==> src/rtl/spiRegPkg.sv <==
package spiRegPkg;
  localparam int WORD_W = 8;
  localparam int DIV_W  = 16;
  localparam int NUM_CS = 3;

  typedef struct packed {
    logic              txPush;
    logic              rxPop;
    logic              clrTx;
    logic              clrRx;
    logic [WORD_W-1:0] wrByte;
  } strobe_t;

  typedef struct packed {
    logic             active;
    logic             cpol;
    logic             cpha;
    logic             threeWireRd;
    logic [DIV_W-1:0] halfLen;
  } cfg_t;

  typedef struct packed {
    logic              busy;
    logic              txEmpty;
    logic              txFull;
    logic              rxEmpty;
    logic              rxFull;
    logic              rxHigh;
    logic [WORD_W-1:0] rxHead;
  } stat_t;
endpackage

==> src/rtl/spiFifo.sv <==
module spiFifo #(
  parameter int WIDTH     = 8,
  parameter int DEPTH     = 16,
  parameter int HIGH_MARK = 12
) (
  input  logic             clk,
  input  logic             rstN,
  input  logic             clr,
  input  logic             push,
  input  logic             pop,
  input  logic [WIDTH-1:0] wrData,
  output logic [WIDTH-1:0] head,
  output logic             empty,
  output logic             full,
  output logic             high
);
  localparam int PTR_W = $clog2(DEPTH);
  localparam int CNT_W = $clog2(DEPTH + 1);

  logic [WIDTH-1:0] mem [DEPTH];
  logic [PTR_W-1:0] rdPtr, wrPtr;
  logic [CNT_W-1:0] count;
  logic doPush, doPop;

  assign doPush = push && !full;
  assign doPop  = pop && !empty;

  always_ff @(posedge clk or negedge rstN) begin
    if (!rstN) begin
      rdPtr <= '0;
      wrPtr <= '0;
      count <= '0;
    end else if (clr) begin
      rdPtr <= '0;
      wrPtr <= '0;
      count <= '0;
    end else begin
      if (doPush) wrPtr <= (wrPtr == PTR_W'(DEPTH - 1)) ? '0 : wrPtr + 1'b1;
      if (doPop)  rdPtr <= (rdPtr == PTR_W'(DEPTH - 1)) ? '0 : rdPtr + 1'b1;
      count <= count + CNT_W'(doPush) - CNT_W'(doPop);
    end
  end

  always_ff @(posedge clk) begin
    if (doPush && !clr) mem[wrPtr] <= wrData;
  end

  assign head  = mem[rdPtr];
  assign empty = (count == '0);
  assign full  = (count == CNT_W'(DEPTH));
  assign high  = (count >= CNT_W'(HIGH_MARK));

  AST_NO_OVERFLOW: assert property (@(posedge clk) disable iff (!rstN)
    (full && !pop && !clr) |=> (count == $past(count)));
  AST_NO_UNDERFLOW: assert property (@(posedge clk) disable iff (!rstN)
    (empty && !push && !clr) |=> empty);
endmodule

==> src/rtl/spiShift.sv <==
module spiShift import spiRegPkg::*; #(
  parameter int FIFO_DEPTH = 16
) (
  input  logic    clk,
  input  logic    rstN,
  input  strobe_t strb,
  input  cfg_t    cfg,
  input  logic    misoIn,
  input  logic    dataPinIn,
  output stat_t   stat,
  output logic    sclk,
  output logic    mosi,
  output logic    mosiOe
);
  localparam int HIGH_MARK = (3 * FIFO_DEPTH) / 4;
  localparam int EDGES     = 2 * WORD_W;
  localparam int EDGE_W    = $clog2(EDGES);

  logic              busy;
  logic [DIV_W-1:0]  divCnt;
  logic [EDGE_W-1:0] edgeCnt;
  logic [WORD_W-1:0] txSh, rxSh, rxNext, rxByte, txHead;
  logic start, edgeNow, leading, capture, launch, lastEdge, inBit;
  logic txEmpty, txFull, rxEmpty, rxFull, rxHigh, txHighUnused;

  spiFifo #(.WIDTH(WORD_W), .DEPTH(FIFO_DEPTH), .HIGH_MARK(HIGH_MARK)) txFifo_i (
    .clk(clk), .rstN(rstN), .clr(strb.clrTx), .push(strb.txPush), .pop(start),
    .wrData(strb.wrByte), .head(txHead), .empty(txEmpty), .full(txFull),
    .high(txHighUnused));

  spiFifo #(.WIDTH(WORD_W), .DEPTH(FIFO_DEPTH), .HIGH_MARK(HIGH_MARK)) rxFifo_i (
    .clk(clk), .rstN(rstN), .clr(strb.clrRx), .push(lastEdge), .pop(strb.rxPop),
    .wrData(rxByte), .head(stat.rxHead), .empty(rxEmpty), .full(rxFull),
    .high(rxHigh));

  assign start    = !busy && cfg.active && !txEmpty && !rxFull;
  assign edgeNow  = busy && (divCnt == cfg.halfLen - 1'b1);
  assign leading  = !edgeCnt[0];
  assign capture  = edgeNow && (cfg.cpha ? !leading : leading);
  assign launch   = edgeNow && (cfg.cpha ? (leading && edgeCnt != '0) : !leading);
  assign lastEdge = edgeNow && (edgeCnt == EDGE_W'(EDGES - 1));
  assign inBit    = cfg.threeWireRd ? dataPinIn : misoIn;
  assign rxNext   = {rxSh[WORD_W-2:0], inBit};
  assign rxByte   = capture ? rxNext : rxSh;

  always_ff @(posedge clk or negedge rstN) begin
    if (!rstN) begin
      busy    <= 1'b0;
      divCnt  <= '0;
      edgeCnt <= '0;
      sclk    <= 1'b0;
      txSh    <= '0;
      rxSh    <= '0;
    end else if (start) begin
      busy    <= 1'b1;
      divCnt  <= '0;
      edgeCnt <= '0;
      txSh    <= txHead;
      sclk    <= cfg.cpol;
    end else if (busy) begin
      if (edgeNow) begin
        divCnt  <= '0;
        sclk    <= ~sclk;
        edgeCnt <= edgeCnt + 1'b1;
        if (capture)  rxSh <= rxNext;
        if (launch)   txSh <= {txSh[WORD_W-2:0], 1'b0};
        if (lastEdge) busy <= 1'b0;
      end else begin
        divCnt <= divCnt + 1'b1;
      end
    end else begin
      sclk <= cfg.cpol;
    end
  end

  assign mosi   = txSh[WORD_W-1];
  assign mosiOe = !cfg.threeWireRd;

  assign stat.busy    = busy;
  assign stat.txEmpty = txEmpty;
  assign stat.txFull  = txFull;
  assign stat.rxEmpty = rxEmpty;
  assign stat.rxFull  = rxFull;
  assign stat.rxHigh  = rxHigh;

  AST_SCLK_IDLE: assert property (@(posedge clk) disable iff (!rstN)
    (!busy && !$past(busy) && $stable(cfg.cpol)) |-> (sclk == cfg.cpol));
  AST_MOSI_HOLD: assert property (@(posedge clk) disable iff (!rstN)
    capture |=> (mosi == $past(mosi)));
  AST_NO_START_RXFULL: assert property (@(posedge clk) disable iff (!rstN)
    (rxFull && !busy) |=> !busy);
endmodule

==> src/rtl/spiRegs.sv <==
module spiRegs import spiRegPkg::*; #(
  parameter int ADDR_W = 4,
  parameter int BUS_W  = 32
) (
  input  logic              clk,
  input  logic              rstN,
  input  logic [ADDR_W-1:0] busAddr,
  input  logic              busWrEn,
  input  logic              busRdEn,
  input  logic [BUS_W-1:0]  busWrData,
  output logic [BUS_W-1:0]  busRdData,
  input  stat_t             stat,
  output strobe_t           strb,
  output cfg_t              cfg,
  output logic [NUM_CS-1:0] chipSel,
  output logic              irq
);
  localparam logic [1:0] SEL_CTRL = 2'd0;
  localparam logic [1:0] SEL_DATA = 2'd1;
  localparam logic [1:0] SEL_DIV  = 2'd2;
  localparam int B_CLRTX = 4;
  localparam int B_CLRRX = 5;

  logic [1:0]        regSel, csSel;
  logic              cpha, cpol, csPolShared, active, intDoneEn, intRxEn, threeWire;
  logic [NUM_CS-1:0] csPolLine;
  logic [DIV_W-1:0]  divReg;
  logic [BUS_W-1:0]  ctrlWord, rdNext;
  logic              done, wrCtrl;
  logic              unusedBits;

  assign regSel = busAddr[3:2];
  assign wrCtrl = busWrEn && (regSel == SEL_CTRL);
  assign unusedBits = ^{busAddr[1:0], busWrData[BUS_W-1:24], busWrData[20:13], busWrData[11], busWrData[8]};

  always_ff @(posedge clk or negedge rstN) begin
    if (!rstN) begin
      csSel <= '0; cpha <= 1'b0; cpol <= 1'b0; csPolShared <= 1'b0;
      active <= 1'b0; intDoneEn <= 1'b0; intRxEn <= 1'b0; threeWire <= 1'b0;
      csPolLine <= '0; divReg <= '0;
    end else begin
      if (wrCtrl) begin
        csSel       <= busWrData[1:0];
        cpha        <= busWrData[2];
        cpol        <= busWrData[3];
        csPolShared <= busWrData[6];
        active      <= busWrData[7];
        intDoneEn   <= busWrData[9];
        intRxEn     <= busWrData[10];
        threeWire   <= busWrData[12];
        csPolLine   <= busWrData[21 +: NUM_CS];
      end
      if (busWrEn && regSel == SEL_DIV) divReg <= {busWrData[DIV_W-1:1], 1'b0};
    end
  end

  assign strb.txPush = busWrEn && (regSel == SEL_DATA);
  assign strb.rxPop  = busRdEn && (regSel == SEL_DATA);
  assign strb.clrTx  = wrCtrl && busWrData[B_CLRTX];
  assign strb.clrRx  = wrCtrl && busWrData[B_CLRRX];
  assign strb.wrByte = busWrData[WORD_W-1:0];

  assign cfg.active      = active;
  assign cfg.cpol        = cpol;
  assign cfg.cpha        = cpha;
  assign cfg.threeWireRd = threeWire;
  assign cfg.halfLen     = (divReg[DIV_W-1:1] == '0) ? {1'b1, {(DIV_W-1){1'b0}}}
                                                     : {1'b0, divReg[DIV_W-1:1]};

  assign done = !stat.busy && stat.txEmpty;
  assign irq  = active && ((done && intDoneEn) || (stat.rxHigh && intRxEn));

  always_comb begin
    ctrlWord        = '0;
    ctrlWord[1:0]   = csSel;
    ctrlWord[2]     = cpha;
    ctrlWord[3]     = cpol;
    ctrlWord[6]     = csPolShared;
    ctrlWord[7]     = active;
    ctrlWord[9]     = intDoneEn;
    ctrlWord[10]    = intRxEn;
    ctrlWord[12]    = threeWire;
    ctrlWord[16]    = done;
    ctrlWord[17]    = !stat.rxEmpty;
    ctrlWord[18]    = !stat.txFull;
    ctrlWord[19]    = stat.rxHigh;
    ctrlWord[20]    = stat.rxFull;
    ctrlWord[21 +: NUM_CS] = csPolLine;
  end

  always_comb begin
    case (regSel)
      SEL_CTRL: rdNext = ctrlWord;
      SEL_DATA: rdNext = stat.rxEmpty ? '0 : BUS_W'(stat.rxHead);
      SEL_DIV:  rdNext = BUS_W'(divReg);
      default:  rdNext = '0;
    endcase
  end

  always_ff @(posedge clk or negedge rstN) begin
    if (!rstN)        busRdData <= '0;
    else if (busRdEn) busRdData <= rdNext;
  end

  for (genvar i = 0; i < NUM_CS; i++) begin : gCs
    logic pick, highLvl;
    assign pick       = (csSel == 2'(i));
    assign highLvl    = csPolLine[i] | (csPolShared & pick);
    assign chipSel[i] = (active & pick) ? highLvl : ~highLvl;
  end

  AST_CS_HOLD: assert property (@(posedge clk) disable iff (!rstN)
    (active && $past(active) && $stable(csSel) && $stable(csPolLine) && $stable(csPolShared))
      |-> $stable(chipSel));
  AST_DONE_IRQ: assert property (@(posedge clk) disable iff (!rstN)
    ($rose(active) && stat.txEmpty && !stat.busy && intDoneEn) |-> irq);
endmodule

==> src/rtl/spiRegMaster.sv <==
module spiRegMaster import spiRegPkg::*; #(
  parameter int ADDR_W     = 4,
  parameter int BUS_W      = 32,
  parameter int FIFO_DEPTH = 16
) (
  input  logic              clk,
  input  logic              rstN,
  input  logic [ADDR_W-1:0] busAddr,
  input  logic              busWrEn,
  input  logic              busRdEn,
  input  logic [BUS_W-1:0]  busWrData,
  output logic [BUS_W-1:0]  busRdData,
  output logic              sclk,
  output logic              mosi,
  output logic              mosiOe,
  input  logic              mosiIn,
  input  logic              miso,
  output logic [NUM_CS-1:0] chipSel,
  output logic              irq
);
  strobe_t strb;
  cfg_t    cfg;
  stat_t   stat;

  spiRegs #(.ADDR_W(ADDR_W), .BUS_W(BUS_W)) regs_i (
    .clk(clk), .rstN(rstN), .busAddr(busAddr), .busWrEn(busWrEn), .busRdEn(busRdEn),
    .busWrData(busWrData), .busRdData(busRdData), .stat(stat), .strb(strb),
    .cfg(cfg), .chipSel(chipSel), .irq(irq));

  spiShift #(.FIFO_DEPTH(FIFO_DEPTH)) shift_i (
    .clk(clk), .rstN(rstN), .strb(strb), .cfg(cfg), .misoIn(miso),
    .dataPinIn(mosiIn), .stat(stat), .sclk(sclk), .mosi(mosi), .mosiOe(mosiOe));
endmodule

==> config.mk <==
export PLATFORM = sky130hd
export DESIGN_NAME = spiRegMaster
export DESIGN_NICKNAME = d
export VERILOG_FILES = /design/src/rtl/spiRegPkg.sv /design/src/rtl/spiFifo.sv /design/src/rtl/spiShift.sv /design/src/rtl/spiRegs.sv /design/src/rtl/spiRegMaster.sv
export SDC_FILE = /design/constraint.sdc
export NUM_CORES = 1
export LEC_CHECK = 0
export ABC_AREA = 1
export BUFFER_PORTS_ARGS = -buffer_cell sky130_fd_sc_hd__buf_4
export CAP_MARGIN = 20
export CORE_UTILIZATION = 60
export CTS_BUF_LIST = sky130_fd_sc_hd__clkbuf_8
export DETAILED_ROUTE_END_ITERATION = 8
export PLACE_DENSITY = 0.78
export RECOVER_POWER = 100
export SETUP_SLACK_MARGIN = 0.1
export SYNTH_ARGS = -nofsm -noshare
export SYNTH_HDL_FRONTEND = slang
export SYNTH_HIERARCHICAL = 1
export SYNTH_SLANG_ARGS = --single-unit
==> constraint.sdc <==
create_clock -name clk -period 6.4 [get_ports clk]
set_input_delay 0.64 -clock clk [delete_from_list [all_inputs] [get_ports clk]]
set_output_delay 0.64 -clock clk [all_outputs]
set_load 0.01 [all_outputs]
Word-level counts from Yosys, hierarchy flattened
Memories as Yosys holds them, arrays and structs flattened.
Cells that the tools add are included.

operators by class
  bitwise logic cells = 14
  equal/unequal tests = 13
  magnitude comparators = 1
  reductions and logical operators = 50
  add/subtract/negate cells = 11
  mux-type cells = 45

operator list
  cell                                                                number
  case mux 32 bit (3 select lines)                                    1
  2-to-1 mux 16 bit                                                   4
  2-to-1 mux 4 bit                                                    15
  2-to-1 mux 8 bit                                                    6
  logical AND 1 bit                                                   24
  adder 4 x 1 -> 4 bit (second input constant)                        5
  equality test 4 bit (second input constant)                         5
  2-to-1 mux 1 bit                                                    17
  adder 16 x 1 -> 16 bit (second input constant)                      1
  equality test 16 bit                                                1
  subtractor 16 x 1 -> 16 bit (second input constant)                 1
  zero test 15 bit                                                    1
  nonzero test 2 bit                                                  7
  adder 5 x 1 -> 5 bit                                                2
  equality test 5 bit (second input constant)                         2
  zero test 5 bit                                                     2
  2-to-1 mux 5 bit                                                    2
  subtractor 5 x 1 -> 5 bit                                           2
  zero test 1 bit                                                     9
  bitwise AND 1 bit                                                   6
  AND reduction 3 bit                                                 2
  greater-or-equal comparator 5 x 4 -> 1 bit (second input constant)  1
  NOT 1 bit                                                           5
  equality test 2 x 1 -> 1 bit (second input constant)                2
  other kinds (7)                                                     11

word-level totals
  flip-flop bits (word level) = 123
  output and inout bits = 39
  memory bits (writable) = 256
  bits of input ports = 42
  memories kept = 2
  word-level logic and storage cells = 159

memory list
  memory                words  width  rd ports  clocked after memory_dff  wr ports  line           source
  shift_i.rxFifo_i.mem  16     8      1         0                         1         spiFifo.sv:20  logic [WIDTH-1:0] mem [DEPTH];
  shift_i.txFifo_i.mem  16     8      1         0                         1         spiFifo.sv:20

Logic depth before layout (Yosys ltp)
Gate-level depths: netlist (run 1).

  depth in word-level cells = 10
  depth in mapped cells = 27
  depth with buffers taken out = 26

By module
Netlist (run 1), hierarchy kept.

by module, submodules not included
  module                       area each (sq um)  times used  cells an instance  seq. area each (sq um)
  spiFifo at shift_i.txFifo_i  6,568.8            1           690                4,169.0
  spiFifo at shift_i.rxFifo_i  6,422.4            1           654                4,169.0
  spiShift                     2,990.4            1           414                950.9
  spiRegs                      2,521.2            1           317                1,276.2

Worst setup path before layout (run 1)
Ideal clock, no wire load.

  kind = register to register
  start point = register regs_i.divReg[1]
  end point = register shift_i.rxFifo_i.count[4]
  period minus slack after synthesis = 3.470 ns
  path buffers = 1
  stages on the path, launching flop included = 26
  library setup time = 0.119 ns
  data arrival time = 3.351 ns
  setup slack = 2.930 ns
  cell sequence = dfrtp_1 clkbuf_1 inv_1 ha_1 nand2_1 nor2_1 nand3_1 nand3_1 nand2_1 nor2_2 nand2_2 nor2_8 nand2_4 inv_2 nand3_1 nor2_1 nand2_2 ha_1 inv_1 ha_1 inv_1 fa_1 inv_1 nand3_1 a21oi_1 nor2_1

RTL lines
  element                 line           source
  from (decl)             spiRegs.sv:27  logic [DIV_W-1:0] divReg;
  from (signal assigned)  spiRegs.sv:53  if (busWrEn && regSel == SEL_DIV) divReg <= {busWrData[DIV_W-1:1], 1'b0};
  to (signal assigned)    spiFifo.sv:40  count <= count + CNT_W'(doPush) - CNT_W'(doPop);
  to (decl)               spiFifo.sv:22  logic [CNT_W-1:0] count;

Worst setup path after layout (run 1)
  start point = register regs_i.divReg[1]
  end point = memory shift_i.rxFifo_i.mem[2][1], data pin

between the ends
  longest elaborated chain between the ends = 7

RTL lines
  element                        line            source
  zero test 15 bit               spiRegs.sv:67   assign cfg.halfLen = (divReg[DIV_W-1:1] == '0) ? {1'b1, {(DIV_W-1){1'b0}}}
  2-to-1 mux 16 bit *            spiRegs.sv:67
  subtractor 16 x 1 -> 16 bit *  spiShift.sv:37  assign edgeNow = busy && (divCnt == cfg.halfLen - 1'b1);
  equality test 16 bit *         spiShift.sv:37
  logical AND 1 bit *            spiShift.sv:37
  logical AND 1 bit *            spiShift.sv:39  assign capture = edgeNow && (cfg.cpha ? !leading : leading);
  2-to-1 mux 8 bit *             --
  net shift_i.rxByte[1]          spiShift.sv:22  logic [WORD_W-1:0] txSh, rxSh, rxNext, rxByte, txHead;
  to (decl)                      spiFifo.sv:20

Mark *: on every way through the listed nets, which the timed path passes. The rest lies on a longest branch.

==> results.ini, run 1 <==
[outcome]
outcome=finished with violations
violations=capacitance limit, slew limit

[global_route]
antenna_found_initial=0
grt_pass1_vias=12980
grt_pass1_wl_um=65500
grt_use_total_pct=26.74
grt_overflow_total=0
grt_max_degree=86

[sta]
relSlewSlack_pct=-101.2
setup_tns_ns=0
rsz0062_at_grt=false
setup_viol=0
worst_slew_pin_slew_ns=3.018
timing.final.ws_setup_ns=1.511
fmaxAchievable_mhz=204.6
clock-skew-final_ns=0.03421
finalMaxSlewViolations=107
final.min_clock_period_ns=4.889
hold_viol=0
fin_crit_sh_pct=76.39

[floorplanning]
core_mm2=0.02995
rows=63
start_util_pct=61.68
chipHeight_um=177.5
dieArea_mm2=0.03150
pin_count=81
die_w_um=177.5

[routing]
wire_per_inst_um=16.32
dr.pass1.iters=6
wl_um=41390
detail_route.iter0.violations=1274
route.vias.total=13710
ant_nets=0
drc=0
viasPerCell=5.407

[worst_setup_path]
critPathLaunch=regs_i/divReg[1]$_DFFE_PN0P_
crit_end=shift_i/rxFifo_i/mem[2][1]$_DFFE_PP_
reg2reg_slack_ns=1.51
ff2ff_path_depth=13
r2r_end=shift_i/rxFifo_i/mem[2][1]$_DFFE_PP_
rr_startpoint=regs_i/divReg[1]$_DFFE_PN0P_
path_class=flop to flop
cp-start-kind=flop
required_ns=6.70
cp_max_fo=24
cp.arrival_ns=5.19
crit_path_end_kind=flop

[placed_design]
dp.cells=2427
gp_congestion=0.9258
dp_hpwl_um=27320
dp_slack_ns=2.438
io_buffers=57

[layout]
num-fill-cells=2451
seqCellArea_mm2=0.01057
final_cell_mix=nand2_1 (672), inv_1 (315), edfxtp_1 (256), nand3_1 (214), nor2_1 (174)
layout_commonest_cell=nand2_1
nNetsFinal=2172
fin_util_pct=65.71
area_growth_pct=6.535
fin_cells=2536
drive_gt1_share_pct=6.993
multi_input_comb_area_mm2=0.006015

[pwr]
switchingPower_mw=2.475
clockPowerShare_pct=27.9
combPwrFrac_pct=29.2
powerDensity_mw_per_mm2=348.5
p_total_mw=6.861
pwr-share-seq_pct=42.9
power_switching_share_pct=36.07
leakagePower_nw=9.192
p_int_mw=4.386
vdd_drop_max_v=0.0002738

[clocking]
cts_setup_buffers=0
cts_buffer_depth=3
cts_root_buf=clkbuf_8
clk_pin_slew_ns=0.07
cts_tree=done
postCtsResizedCells=0
cts_num_sinks=371
cts_hold_buf=0
cts_inserted_buffers=57
clk_latency_ns=0.60
cts_max_level=2

[synthesis]
yosysWarningCount=6
syn_area_mm2=0.01848
synth_area_per_cell_um2=8.922
syn_inst=2071

[hold_path]
hold_path_depth=3
hold_path_class=input pin to flop

[run]
max-cap-violations=3

[routing by layer]
| layer | wire length, um | track usage, % | share of wire [%] | vias up |
|---|---|---|---|---|
| li1 | - | - | - | 6580 |
| met1 | 17370 | 36.36 | 42 | 6479 |
| met2 | 19970 | 44.82 | 48 | 569 |
| met3 | 3018 | 3.385 | 7.3 | 84 |
| met4 | 1025 | 8.405 | 2.5 | 0 |
| met5 | 0 | 0 | 0 | - |
[registers in the layout, summed over array words and instances (netlist names), 3 cells and up]
| register | count |
|---|---|
| regs_i/busRdData | 24 |
| regs_i/csPolLine | 3 |
| regs_i/divReg | 15 |
| shift_i/divCnt | 16 |
| shift_i/edgeCnt | 4 |
| shift_i/rxFifo_i/count | 5 |
| shift_i/rxFifo_i/mem | 128 |
| shift_i/rxFifo_i/rdPtr | 4 |
| shift_i/rxFifo_i/wrPtr | 4 |
| shift_i/rxSh | 8 |
| shift_i/txFifo_i/count | 5 |
| shift_i/txFifo_i/mem | 128 |
| shift_i/txFifo_i/rdPtr | 4 |
| shift_i/txFifo_i/wrPtr | 4 |
| shift_i/txSh | 8 |
[area by class of cell]
type / instances / share of cell area (%)
Tap cell: 390 / 2.479
Clock inverter: 39 / 1.125
Sequential cell: 371 / 53.69
Multi-Input combinational cell: 1297 / 30.56
Timing Repair Buffer: 68 / 1.729
Clock buffer: 66 / 4.615
Inverter: 304 / 5.797
Antenna cell: 1 / 0.01271
[worst min path at each step]
stage,start,end,slack [ns]
after floorplan,rstN,regs_i/active$_DFFE_PN0P_,0.34
after global placement,shift_i/rxSh[7]$_DFFE_PN0P_,shift_i/rxSh[7]$_DFFE_PN0P_,0.46
after detailed placement,regs_i/busRdData[1]$_DFFE_PN0P_,regs_i/busRdData[1]$_DFFE_PN0P_,0.47
after CTS,rstN,shift_i/txFifo_i/count[3]$_DFF_PN0_,0.09
after global routing,busWrData[14],regs_i/divReg[14]$_DFFE_PN0P_,0.27
final,busWrData[14],regs_i/divReg[14]$_DFFE_PN0P_,0.27
[power by group through the flow]
| stage | sequential (mW) | combinational, mW | clock, mW |
|---|---|---|---|
| floorplan | 2.91 | 1.58 | 0 |
| global placement | 2.98 | 1.92 | 0 |
| detailed placement | 2.99 | 2.00 | 0 |
| CTS | 2.94 | 2.02 | 1.96 |
| global route | 2.96 | 2.25 | 2.05 |
| finish | 2.94 | 2.00 | 1.91 |
[critical path: stages, from the launching register on]
cell	delay, ns
dfrtp_1	0.45
inv_1	0.16
ha_1	0.25
nand2_1	0.07
nor2_1	0.21
nand3_1	0.13
nand3_1	0.13
nand2_1	0.07
nor2_1	0.12
nand2_2	0.06
nor2_1	0.56
nand3b_1	0.98
o21ai_0	0.86
clkbuf_1	0.52
[through the flow]
| step | cell area [um^2] | hold WS (ns) |
|---|---|---|
| after floorplan | 18500 | 0.3444 |
| final | 19680 | 0.2740 |
| after detailed placement | 18820 | 0.4738 |
| after global routing | 19680 | 0.2744 |
| after global placement | 18820 | 0.4576 |
| after CTS | 19950 | 0.09486 |
Power figures use the tool's default switching activity.
==> run 2: changes to the inputs <==
clock period = 4.8 ns   (was 6.4 ns; I/O delays follow)
==> run 2 against run 1 <==
The flow still finishes with violations (capacitance limit, slew limit). Clock power rose by 44%. Flip-flop and latch count did not move. Hold slack got worse by 0.15 ns. Register-to-register slack got worse by 0.87 ns. Power rose by 37%. Sequential share of layout area fell by 0.31 points. Count of clock-buffer cells in the layout rose by 6. Via count fell by 0.71%. Sequential power rose by 34%. Critical path type unchanged.
==> results.ini, run 2 (same netlist as run 1, synthesis figures left out) <==
[sta]
holdWs_ns=0.1240
setup_viol=0
fin_crit_sh_pct=86.63
fmaxAchievable_mhz=240.5
clock-skew-final_ns=0.02711
final.min_clock_period_ns=4.158
finalMaxSlewViolations=104
worst_slew_pin_slew_ns=3.775
relSlewSlack_pct=-151.7
rsz0062_at_grt=false
hold_viol=0
setup_tns_ns=0
timing.final.ws_setup_ns=0.6416

[worst_setup_path]
cp-start-kind=flop
cp_max_fo=11
rr_startpoint=regs_i/divReg[1]$_DFFE_PN0P_
required_ns=5.03
critical_path.cell_chain=inv_1 -> ha_1 -> nand2_1 -> nor2_1 -> nand3_1 -> nand3_1 -> nand2_1 -> nor2_2 -> nand2_1 -> nor2_8 -> nand2_1 -> inv_1 -> nand3_1 -> nor2_1 -> nand2_2 -> nor2_1 -> inv_1 -> nor2_1
path_class=flop to flop
reg2reg_slack_ns=0.64
r2r_end=shift_i/rxFifo_i/mem[13][6]$_DFFE_PP_
crit_slowest_cell=nor2_1
ff2ff_path_depth=18
crit_path_end_kind=flop
cp.arrival_ns=4.39
max_stage_delay_ns=0.66

[clocking]
cts_max_level=2
cts_buffer_depth=3
cts_setup_buffers=0
cts_hold_buf=0
cts_num_sinks=371
cts_inserted_buffers=57
postCtsResizedCells=0
clk_latency_ns=0.62
clk_pin_slew_ns=0.06
cts_tree=done
cts_root_buf=clkbuf_8

[global_route]
antenna_found_initial=0
grt_pass1_wl_um=65900
grt_overflow_total=0
grt_pass1_vias=12860
grt_use_total_pct=27.12
grt_max_degree=85

[layout]
num-fill-cells=2412
drive_gt1_share_pct=7.452
top_regs=shift_i/rxFifo_i/mem (128), shift_i/txFifo_i/mem (128), regs_i/busRdData (24)
num_antenna_cells=0
area_growth_pct=7.144
layout_commonest_cell=nand2_1
fin_cells=2537
nNetsFinal=2172
final_cell_mix=nand2_1 (675), inv_1 (309), edfxtp_1 (256), nand3_1 (214), nor2_1 (172)

[placed_design]
gp_congestion=0.9209
io_buffers=57
dp_slack_ns=0.8650
dp.cells=2429
dp_hpwl_um=27420

[routing]
viasPerCell=5.367
drc=0
route.vias.total=13620
ant_nets=0
detail_route.iter0.violations=1329
dr.pass1.iters=5
wl_um=41880
wire_per_inst_um=16.51

[hold_path]
hp-start=busWrData[22]
whs_endpoint=regs_i/csPolLine[1]$_DFFE_PN0P_
hold_path_class=input pin to flop
hold_path_depth=3

[floorplanning]
die_w_um=177.5
pin_count=81
start_util_pct=61.68
dieArea_mm2=0.03150
core_mm2=0.02995
chipHeight_um=177.5
rows=63

[pwr]
leakagePower_nw=9.262
powerDensity_mw_per_mm2=473.4
vdd_drop_max_v=0.0003314

[outcome]
outcome=finished with violations
violations=capacitance limit, slew limit

[run]
max-cap-violations=4

[run 2: per-stage QoR]
step / power (mW) / cell area [um^2] / util (%)
floorplan: 5.991 / 18500 / -
global placement: 6.551 / 18830 / 62.87
detailed placement: 6.656 / 18830 / 62.87
CTS: 9.409 / 20070 / 66.99
global route: 9.900 / 19800 / 66.09
finish: 9.371 / 19800 / 66.09
[run 2: area by class of cell]
type                       instances  area, um^2  share of cell area, %
clock buffer                      72       991.0                  5.006
clock inverter                    35       242.7                  1.226
inverter                         304        1141                  5.764
multi-input combinational       1297        6020                  30.41
sequential                       371       10570                  53.38
tap                              390       488.0                  2.465
timing repair buffer              68       346.6                  1.751
[run 2: how the worst max path moves through the flow]
stage | start | end | slack [ns]
after floorplan | regs_i/divReg[1]$_DFFE_PN0P_ | shift_i/rxFifo_i/count[4]$_DFF_PN0_ | 1.33
after global placement | regs_i/divReg[1]$_DFFE_PN0P_ | shift_i/rxFifo_i/count[4]$_DFF_PN0_ | 0.95
after detailed placement | regs_i/divReg[1]$_DFFE_PN0P_ | shift_i/rxFifo_i/count[4]$_DFF_PN0_ | 0.87
final | regs_i/divReg[1]$_DFFE_PN0P_ | shift_i/rxFifo_i/mem[13][6]$_DFFE_PP_ | 0.64
after global routing | regs_i/divReg[1]$_DFFE_PN0P_ | shift_i/rxFifo_i/mem[15][5]$_DFFE_PP_ | 0.34
after CTS | regs_i/divReg[1]$_DFFE_PN0P_ | shift_i/rxFifo_i/count[4]$_DFF_PN0_ | 0.88
[run 2: where the power goes]
group	internal (mW)	total [mW]	switching (mW)
Combinational	0.837	2.69	1.85
Clock	1.52	2.75	1.23
Sequential	3.65	3.93	0.282
Total	6.01	9.37	3.36
[run 2: layer usage]
layer  GRT usage (%)  up-vias  wire length, um  part of all wire [%]
li1                -     6579                -                     -
met1           37.48     6430            18000                    43
met2           44.11      508            19730                    47
met3           3.942       98             2926                   7.0
met4           9.188        0             1225                   2.9
met5               0        -                0                     0
[run 2: critical path: cells and delay by family, from the launching register on]
family                   cells  cell delay (ns)
flip-flops                   1             0.44
adder cells (fa/ha/maj)      1             0.25
AND/OR/NAND/NOR             14             2.53
buffers and inverters        3             0.57
